**src/rtl/sram_pwr_pkg.sv**
```systemverilog
package sram_pwr_pkg;
    typedef enum logic [1:0] {
        LVL_RUN  = 2'b00,
        LVL_STBY = 2'b01,
        LVL_RET  = 2'b10,
        LVL_PD   = 2'b11
    } lvl_t;

    typedef enum logic [2:0] {
        ST_RUN, ST_STBY, ST_RET, ST_PD, ST_WAKE
    } st_t;

    localparam logic [2:0] MD_NORMAL    = 3'd0;
    localparam logic [2:0] MD_IDLE      = 3'd1;
    localparam logic [2:0] MD_DEEP_IDLE = 3'd2;
    localparam logic [2:0] MD_STOP      = 3'd3;
    localparam logic [2:0] MD_DEEP_STOP = 3'd4;

    function automatic lvl_t field_to_lvl(input logic [1:0] f);
        unique case (f)
            2'b00:   return LVL_STBY;
            2'b01:   return LVL_RET;
            default: return LVL_PD;
        endcase
    endfunction
endpackage

```
**src/rtl/spc_target.sv**
```systemverilog
module spc_target
    import sram_pwr_pkg::*;
(
    input  logic [2:0] mode,
    input  logic       top_on,
    input  logic       access_req,
    input  logic [1:0] idle_fld,
    input  logic [1:0] stop_fld,
    output lvl_t       tgt
);
    always_comb begin
        unique case (mode)
            MD_NORMAL, MD_IDLE: tgt = access_req ? LVL_RUN : LVL_STBY;
            MD_DEEP_IDLE: begin
                if (top_on) tgt = access_req ? LVL_RUN : LVL_STBY;
                else        tgt = field_to_lvl(idle_fld);
            end
            MD_STOP, MD_DEEP_STOP: tgt = field_to_lvl(stop_fld);
            default: tgt = LVL_PD; // SLEEP codes: all power removed
        endcase
    end
endmodule

```
**src/rtl/spc_regs.sv**
```systemverilog
module spc_regs #(
    parameter int WAKE_W   = 4,
    parameter int WAKE_RST = 3
) (
    input  logic              clk,
    input  logic              rst_n,
    input  logic              we,
    input  logic [1:0]        addr,
    input  logic [WAKE_W-1:0] wdata,
    input  logic              inv_flag,
    output logic [WAKE_W-1:0] rdata,
    output logic [1:0]        idle_fld,
    output logic [1:0]        stop_fld,
    output logic [WAKE_W-1:0] wake_dly,
    output logic              inv_clr
);
    localparam logic [WAKE_W-1:0] DLY_RST = WAKE_W'(WAKE_RST);

    always_ff @(posedge clk or negedge rst_n) begin
        if (!rst_n) begin
            idle_fld <= 2'b00;
            stop_fld <= 2'b00;
            wake_dly <= DLY_RST;
        end else if (we) begin
            unique case (addr)
                2'd0:    idle_fld <= wdata[1:0];
                2'd1:    stop_fld <= wdata[1:0];
                2'd2:    wake_dly <= wdata;
                default: ;
            endcase
        end
    end

    assign inv_clr = we && (addr == 2'd3);

    always_comb begin
        rdata = '0;
        unique case (addr)
            2'd0:    rdata[1:0] = idle_fld;
            2'd1:    rdata[1:0] = stop_fld;
            2'd2:    rdata      = wake_dly;
            default: rdata[0]   = inv_flag;
        endcase
    end
endmodule

```
**src/rtl/spc_fsm.sv**
```systemverilog
module spc_fsm
    import sram_pwr_pkg::*;
#(
    parameter int WAKE_W = 4
) (
    input  logic              clk,
    input  logic              rst_n,
    input  lvl_t              tgt,
    input  logic [WAKE_W-1:0] wake_dly,
    input  logic              inv_clr,
    output logic              cs,
    output logic              peri,
    output logic              core,
    output logic [1:0]        ind,
    output logic              ready,
    output logic              inv
);
    st_t               st, nxt;
    logic [WAKE_W-1:0] cnt;

    always_comb begin
        nxt = st;
        unique case (st)
            ST_RUN:  if (tgt != LVL_RUN) nxt = ST_STBY;
            ST_STBY: begin
                if (tgt == LVL_RUN)       nxt = ST_RUN;
                else if (tgt != LVL_STBY) nxt = ST_RET;
            end
            ST_RET: begin
                if (tgt == LVL_PD)        nxt = ST_PD;
                else if (tgt != LVL_RET)  nxt = ST_WAKE;
            end
            ST_PD:   if (tgt != LVL_PD) nxt = ST_RET;
            ST_WAKE: if (cnt >= wake_dly) nxt = ST_STBY;
            default: nxt = ST_STBY;
        endcase
    end

    always_ff @(posedge clk or negedge rst_n) begin
        if (!rst_n) begin
            st  <= ST_STBY;
            cnt <= '0;
            inv <= 1'b0;
        end else begin
            st  <= nxt;
            cnt <= (st == ST_WAKE) ? cnt + 1'b1 : '0;
            if (st == ST_PD && nxt != ST_PD) inv <= 1'b1;
            else if (inv_clr)                inv <= 1'b0;
        end
    end

    always_comb begin
        unique case (st)
            ST_RUN:  begin cs = 1'b1; peri = 1'b1; core = 1'b1; ind = 2'b00; ready = 1'b1; end
            ST_STBY: begin cs = 1'b0; peri = 1'b1; core = 1'b1; ind = 2'b01; ready = 1'b1; end
            ST_RET:  begin cs = 1'b0; peri = 1'b0; core = 1'b1; ind = 2'b10; ready = 1'b0; end
            ST_PD:   begin cs = 1'b0; peri = 1'b0; core = 1'b0; ind = 2'b11; ready = 1'b0; end
            default: begin cs = 1'b0; peri = 1'b1; core = 1'b1; ind = 2'b01; ready = 1'b0; end
        endcase
    end

    // chip select low before peripheral power drops; peripheral before core
    a_r6_cs_before_peri: assert property (@(posedge clk) disable iff (!rst_n)
        $fell(peri) |-> !$past(cs));
    a_r6_peri_before_core: assert property (@(posedge clk) disable iff (!rst_n)
        $fell(core) |-> !$past(peri));
    // core up before peripheral, chip select only when ready
    a_r7_core_before_peri: assert property (@(posedge clk) disable iff (!rst_n)
        $rose(peri) |-> $past(core));
    a_r7_cs_needs_ready: assert property (@(posedge clk) disable iff (!rst_n)
        cs |-> ready);
    a_r7_ready_after_power: assert property (@(posedge clk) disable iff (!rst_n)
        $rose(ready) |-> ($past(peri) && $past(core)));
    // contents flag only raised on leaving power-down
    a_r8_inv_from_pd: assert property (@(posedge clk) disable iff (!rst_n)
        $rose(inv) |-> ($past(ind) == 2'b11));
endmodule

```
**src/rtl/sram_pwr_ctrl.sv**
```systemverilog
module sram_pwr_ctrl
    import sram_pwr_pkg::*;
#(
    parameter int WAKE_W   = 4,
    parameter int WAKE_RST = 3
) (
    input  logic              clk,
    input  logic              rst_n,
    input  logic [2:0]        sys_mode,
    input  logic              top_on,
    input  logic              access_req,
    input  logic              cfg_we,
    input  logic [1:0]        cfg_addr,
    input  logic [WAKE_W-1:0] cfg_wdata,
    output logic [WAKE_W-1:0] cfg_rdata,
    output logic              sram_cs,
    output logic              peri_pwr_en,
    output logic              core_pwr_en,
    output logic [1:0]        state_ind,
    output logic              ready,
    output logic              contents_invalid
);
    logic [1:0]        idle_fld, stop_fld;
    logic [WAKE_W-1:0] wake_dly;
    logic              inv_clr;
    lvl_t              tgt;

    spc_regs #(.WAKE_W(WAKE_W), .WAKE_RST(WAKE_RST)) u_regs (
        .clk(clk), .rst_n(rst_n), .we(cfg_we), .addr(cfg_addr),
        .wdata(cfg_wdata), .inv_flag(contents_invalid), .rdata(cfg_rdata),
        .idle_fld(idle_fld), .stop_fld(stop_fld), .wake_dly(wake_dly),
        .inv_clr(inv_clr)
    );

    spc_target u_tgt (
        .mode(sys_mode), .top_on(top_on), .access_req(access_req),
        .idle_fld(idle_fld), .stop_fld(stop_fld), .tgt(tgt)
    );

    spc_fsm #(.WAKE_W(WAKE_W)) u_fsm (
        .clk(clk), .rst_n(rst_n), .tgt(tgt), .wake_dly(wake_dly),
        .inv_clr(inv_clr), .cs(sram_cs), .peri(peri_pwr_en),
        .core(core_pwr_en), .ind(state_ind), .ready(ready),
        .inv(contents_invalid)
    );
endmodule

```
**config.mk**
```make
export PLATFORM = sky130hd
export DESIGN_NAME = sram_pwr_ctrl
export DESIGN_NICKNAME = d
export VERILOG_FILES = /design/src/rtl/sram_pwr_pkg.sv /design/src/rtl/spc_target.sv /design/src/rtl/spc_regs.sv /design/src/rtl/spc_fsm.sv /design/src/rtl/sram_pwr_ctrl.sv
export SDC_FILE = /design/constraint.sdc
export NUM_CORES = 1
export LEC_CHECK = 0
export BUFFER_PORTS_ARGS = -buffer_cell sky130_fd_sc_hd__buf_2
export CORE_MARGIN = 4
export CORE_UTILIZATION = 51
export DETAILED_ROUTE_END_ITERATION = 12
export PLACE_DENSITY_LB_ADDON = 0.25
export SLEW_MARGIN = 20
export SYNTH_ARGS = -nofsm -noshare
export SYNTH_HDL_FRONTEND = slang
export SYNTH_SLANG_ARGS = --single-unit
```
**constraint.sdc**
```tcl
create_clock -name clk -period 1.6 [get_ports clk]
set_input_delay 0.16 -clock clk [delete_from_list [all_inputs] [get_ports clk]]
set_output_delay 0.16 -clock clk [all_outputs]
set_load 0.05 [all_outputs]
```
# --- Yosys cells after proc, flatten, opt, wreduce, memory -nomap -nowiden ---
# Cells that the tools add are included.
word_totals:
  ff_bits: 16
  latch_bits: 0
  mem_bits_rw: 0
  mem_bits_ro: 0
  inputBits: 14
  out_inout_bits: 11
  elab_cells: 67
  memories: 0
op_classes:
  n_addsub: 1
  n_mul: 0
  div_mod_pow: 0
  n_lt_le_gt_ge: 1
  n_eq_ne: 18
  shift: 0
  mux: 24
  bitwise: 0
  reduce_logical: 17
ops:
  columns: ["operator", "count"]
  rows:
  - ["2-to-1 mux 3 bit", 7]
  - ["one-hot mux 3 bit (5 select lines)", 1]
  - ["equality test 3 x 2 -> 1 bit, second input constant", 4]
  - ["one-hot mux 2 bit (3 select lines)", 2]
  - ["zero test 2 bit", 4]
  - ["one-hot mux 2 bit (2 select lines)", 2]
  - ["OR reduction 2 bit", 4]
  - ["2-to-1 mux 1 bit", 7]
  - ["equality test 2 x 1 -> 1 bit, second input constant", 3]
  - ["equality test 2 bit, second input constant", 3]
  - ["equality test 3 x 1 -> 1 bit, second input constant", 2]
  - ["equality test 3 bit, second input constant", 2]
  - ["zero test 3 bit", 2]
  - ["one-hot mux 1 bit (3 select lines)", 2]
  - ["AND reduction 2 bit", 3]
  - ["adder 4 x 1 -> 4 bit, second input constant", 1]
  - [">= comparator 4 bit", 1]
  - ["2-to-1 mux 2 bit", 2]
  - ["2-to-1 mux 4 bit", 1]
  - ["inequality test 2 bit, second input constant", 2]
  - ["nonzero test 2 bit", 2]
  - ["inequality test 3 x 2 -> 1 bit, second input constant", 1]
  - ["logical AND 1 bit", 2]
  - ["inequality test 2 x 1 -> 1 bit, second input constant", 1]

# --- Logic depth before layout (Yosys ltp) ---
depth:
  word_depth: 11
  depth_mapped: 7

# --- By module ---
# Synthesis repeated with hierarchy kept, for this count alone.
unflattened:
  hier_cells: 92
  area_unflattened_um2: 1002.2
modules_own_cells:
  columns: ["module", "instances", "cells_per_inst", "area_per_inst_um2", "seq_area_each_um2"]
  rows:
  - ["spc_fsm", 1, 50, 484.2, 201.4]
  - ["spc_regs", 1, 28, 427.9, 202.7]
  - ["spc_target", 1, 14, 90.1, 0.0]

# --- Least setup slack after synthesis ---
# No wires, ideal clock.
synth_path:
  path_kind: "reg2out"
  from: "reg u_fsm.st[2]"
  to: "out core_pwr_en"
  t_arrival_ps: 1896
  required_time_ps: 1440
  path_slack_ps: -456
  path_stages_with_launch: 5
  path_buffers: 1
  path_cell_list: "dfrtp_1 > clkbuf_1 > nand2b_1 > inv_1 > nand2_1"
synth_via:
  elab_chain_cells: 2
synth_lines:
  columns: ["element", "line", "source"]
  rows:
  - ["from (decl)", "spc_fsm.sv:18", "st_t st, nxt;"]
  - ["from (signal assigned)", "spc_fsm.sv:45", "st <= nxt;"]
  - ["equality test 3 x 2 -> 1 bit", "spc_fsm.sv:53", "unique case (st)"]
  - ["2-to-1 mux 1 bit", "spc_fsm.sv:53", null]
  - ["to (decl)", "sram_pwr_ctrl.sv:18", "output logic core_pwr_en,"]
# Every way passes these cells.

# --- Worst setup path after layout ---
layout_path:
  from: "reg u_regs.stop_fld[1]"
  to: "reg u_fsm.st[0]"
layout_via:
  elab_chain_cells: 7
layout_lines:
  columns: ["element", "line", "source"]
  rows:
  - ["from (decl)", "spc_regs.sv:13", "output logic [1:0] stop_fld,"]
  - ["from (signal assigned)", "spc_regs.sv:27", "2'd1: stop_fld <= wdata[1:0];"]
  - ["equality test 2 x 1 -> 1 bit or zero test 2 bit (tied branches)", "sram_pwr_pkg.sv:20", "unique case (f)"]
  - ["one-hot mux 2 bit (2 select lines) (*)", "sram_pwr_pkg.sv:20", null]
  - ["one-hot mux 2 bit (3 select lines) (*)", "spc_target.sv:12", "unique case (mode)"]
  - ["inequality test 2 bit or inequality test 2 x 1 -> 1 bit (tied branches)", "spc_fsm.sv:31, spc_fsm.sv:27", null]
  - ["2-to-1 mux 3 bit, on equally long branches", "spc_fsm.sv:31, spc_fsm.sv:27", null]
  - ["2-to-1 mux 3 bit, on equally long branches", "spc_fsm.sv:30, spc_fsm.sv:26", null]
  - ["one-hot mux 3 bit (5 select lines) (*)", "spc_fsm.sv:23", "unique case (st)"]
  - ["net u_fsm.nxt[0]", "spc_fsm.sv:18", null]
# The timed path passes the listed nets; every way through them passes the cells marked *.
# A chain may end at the register's enable or synchronous reset.

==> summary.txt <==
Synthesis
  – Post-synthesis simple-gate area fraction: 19.5%
  – Main combinational cell family by area after synthesis: simple AND/OR/NAND/NOR gates
  – Adder-Cell Fraction of Synth Area: 6.64%
  – Post-synthesis sequential area ratio: 42.9%
  – Synth warn: 0
  – Syn_nets: 115
  – Syn avg cell area: 9.81 µm²
  – Synth top area cells: dfrtp_1 35%, mux2_2 9.6%, dfstp_2 8.4%, ha_1 6.6%, nand2_1 3.6%
  – XOR/XNOR share of the synthesized area: 1.86%
  – Netlist Area Pre-Place: 942 µm²
  – Yosys reg bits: 16
  – Synth top area share: 34.5%
  – Post-synthesis instance total: 96
  – Synth Area in Compound Gates: 12.5%
  – Mux share of post-synthesis cell area: 13.0%
  – Yosys top cell by area: dfrtp_1
  – Post-synth cell types: 34

Timing
  – Worst slew pin tran: 0.351 ns
  – Setup Skew: 0.00329 ns
  – Final Hold Fails: 0
  – Final max-slew violation count: 0
  – Achievable frequency: 0.651 GHz
  – Final setup vio count: 0
  – Tmin final: 1.54 ns
  – Setup_tns: 0 ns
  – Unrepaired setup endpoints after global routing: true
  – Final WS setup: 0.0636 ns
  – Rel. slew slack: 76.6%
  – Tcrit/Tclk final: 96.0%

Finish
  – Fillers: 137
  – Antenna cells: 0
  – Share of cells above drive strength 1: 47.2%
  – Area Overhead vs Synth: 29.6%
  – Final Non-Filler Cells: 150
  – Multi-input logic area: 571 µm²
  – Sequential Area: 408 µm²
  – Nets: 145

Worst setup path
  – Arrival @ worst endpoint: 1.75 ns
  – Critical path class: reg -> reg
  – RR Endpoint: u_fsm.st[0]
  – Slowest CP cell: or4_4
  – Startpoint Class: register
  – Worst Reg2Reg Path Length in Cells: 5
  – Worst reg-to-reg setup slack: 0.06 ns
  – CP Max Fanout: 6
  – Buf/Inv on CP: 1
  – Required time worst endpoint: 1.81 ns
  – Critical path capture point type: register
  – Critical Path, Cell by Cell: or4_4 > a32oi_2 > inv_1 > a31oi_1 > nand3_1
  – Crit-path max cell delay: 0.49 ns
  – WP depth: 5
  – CP top delay family: simple AND/OR/NAND/NOR gates
  – FF-to-FF Start: u_regs.stop_fld[1]

Drt
  – Initial DRC count: 7
  – Drt wl/cell: 13.1 µm
  – Drt drc: 0
  – Via Count: 803
  – DRT Wirelength: 1970 µm
  – Vias per inst: 5.35
  – First drt pass iteration count: 4
  – ANT nets after route: 0

Pwr
  – Net Sw Power: 0.982 mW
  – Net Sw Frac: 50.3%
  – Comb power frac: 54.1%
  – P_leak: 0.550 nW
  – Pwr Total: 1.95 mW
  – Internal power: 0.970 mW
  – Clock network power share: 11.3%
  – Sequential fraction of design power: 34.5%
  – Worst vdd ir: 0.000956 V
  – Power Dens Cells: 1600 nW/µm²

Job
  – Max cap viols: 0

Die
  – Die Area: 2600 µm²
  – Ports: 25
  – Initial Utilization: 54.0%
  – FP Rows: 15
  – Chip Width: 51.0 µm
  – Die height: 51.0 µm
  – Core area: 1750 µm²

Placement
  – Dpl hpwl: 1450 µm
  – Post-placement setup slack: 0.0450 ns
  – GPL Wtd Cong: 0.768
  – # port buffers: 24
  – Placed insts: 142

CTS
  – Clock sink count: 16
  – Worst skew pair latency: 0.28 ns
  – Total CTS buffers: 3
  – Maximum clock insertion buffer count: 2
  – Root buf cell: clkbuf_4
  – Clock-pin transition on the worst setup and hold timing paths: 0.09 ns
  – TritonCTS clock tree: done
  – H-tree levels: 1

Global route
  – Met1 Track Usage GR: 20.3%
  – Initial antenna violation count: 0
  – Met2 Usage GRT: 25.8%
  – All-Layer GR Usage: 15.7%
  – Grt ovf: 0
  – Met3 Track Usage GR: 4.37%
  – Largest net degree at the start of global routing: 17
  – Busiest layer in global routing: met2
  – First-pass GRT wire length: 3110 µm
  – Vias in the first global route: 729

Hold path
  – Min-Delay Path Class: in -> reg
  – Hold Path Sink: u_regs.wake_dly[2]
  – Hold_sp: cfg_wdata[2]
  – Hold Path Stages: 2

Run status
  – Status: complete, no violations
==> synthesized netlist by cell type <==
library cell  count
mux2_2            8
inv_1             6
nor4_1            1
and2_1            2
o22a_1            1
a31oi_1           1
o31ai_1           2
nor2_1            9
nand3_1           4
nand2_1           9
nor3b_1           2
or4_1             1
clkbuf_1          2
nand2b_1          4
xor2_1            1
and3_1            1
a32oi_1           1
buf_1             1
o31a_1            1
or2_2             1
xnor2_1           1
o21ai_1           1
o22a_2            1
a21oi_1           4
dfrtp_1          13
mux4_2            1
a32o_1            1
o21ai_0           3
dfstp_2           3
mux2i_1           1
nor3_1            1
ha_1              5
nor2b_1           2
a311o_1           1
==> sequential cells by signal, summed over array words and instances (netlist names) <==
name and count:
u_fsm.cnt 4, u_regs.wake_dly 4, u_fsm.st 3, u_regs.idle_fld 2
u_regs.stop_fld 2, u_fsm.inv 1
==> per-layer routing <==
layer | vias up | wire length, µm
met5 | - | 0
met4 | 0 | 6
met3 | 2 | 106
met2 | 22 | 946
met1 | 381 | 910
li1 | 398 | -
==> cell usage in the layout, fill, tap and decap left out, types with 2 or more instances in the layout <==
cell,netlist,layout
nand2b_1,4,2
a21oi_1,4,3
nand2_1,9,8
mux2_2,8,8
buf_4,0,3
inv_1,6,5
ha_1,5,3
and2_1,2,2
dfstp_2,3,3
nand3_1,4,4
nor2b_1,2,2
buf_2,0,23
clkbuf_4,0,3
dfrtp_1,13,10
nor3b_1,2,2
dfrtp_2,0,3
nor2_1,9,9
o21ai_0,3,2
ha_4,0,2
==> cell families after synthesis <==
| kind of cell | Yosys count |
|---|---|
| simple gates | 37 |
| compound gates | 17 |
| flops | 16 |
| mux | 10 |
| xor+xnor | 2 |
| buf+inv | 9 |
| fa+ha+maj | 5 |
==> worst max path at each step <==
stage | startpoint | end
floorplan | u_fsm.st[2] | core_pwr_en
global placement | u_regs.wake_dly[0] | u_fsm.st[0]
detailed placement | u_regs.wake_dly[0] | u_fsm.st[0]
CTS | u_regs.stop_fld[0] | cfg_rdata[0]
global route | u_regs.stop_fld[1] | u_fsm.st[0]
finish | u_regs.stop_fld[1] | u_fsm.st[0]
==> metrics by stage <==
step                      hold slack, ns  utilization, %  instance area [µm²]
final                              0.109            70.0                 1220
after global routing               0.109            70.0                 1220
after CTS                          0.107            64.9                 1130
after detailed placement          0.0868            62.8                 1100
after global placement            0.0848            62.8                 1100
after floorplan                   -0.136               -                  956
==> worst register-to-register path, cell delays in order, from the launching register on <==
cell and delay, ns:
dfrtp_1 0.43, or4_4 0.50, a32oi_2 0.20, inv_1 0.08, a31oi_1 0.17, nand3_1 0.10
==> layout make-up <==
type	instances	share of cell area, %
multi-input combinational	71	46.7
sequential	16	33.4
timing repair buffer	28	13.0
tap	25	2.56
clock buffer	4	2.15
inverter	6	2.15
==> power by group through the flow <==
| stage | Clock, mW | Combinational (mW) | Sequential, mW |
|---|---|---|---|
| finish | 0.221 | 1.06 | 0.674 |
| global route | 0.245 | 1.14 | 0.693 |
| CTS | 0.223 | 0.960 | 0.667 |
| detailed placement | 0 | 0.956 | 0.673 |
| global placement | 0 | 0.937 | 0.668 |
| floorplan | 0 | 0.804 | 0.610 |
==> repair_timing <==
item / CTS / global route
hold endpoints to repair: 13 / 0
setup buffers: 0 / 3
endpoints found under the setup margin: 1 / 4
gates resized for setup: 1 / 13
hold buffers: 1 / 0
pin swaps: 0 / 6
gates cloned: 0 / 0
Note: power is estimated with default switching activity, not from simulation.
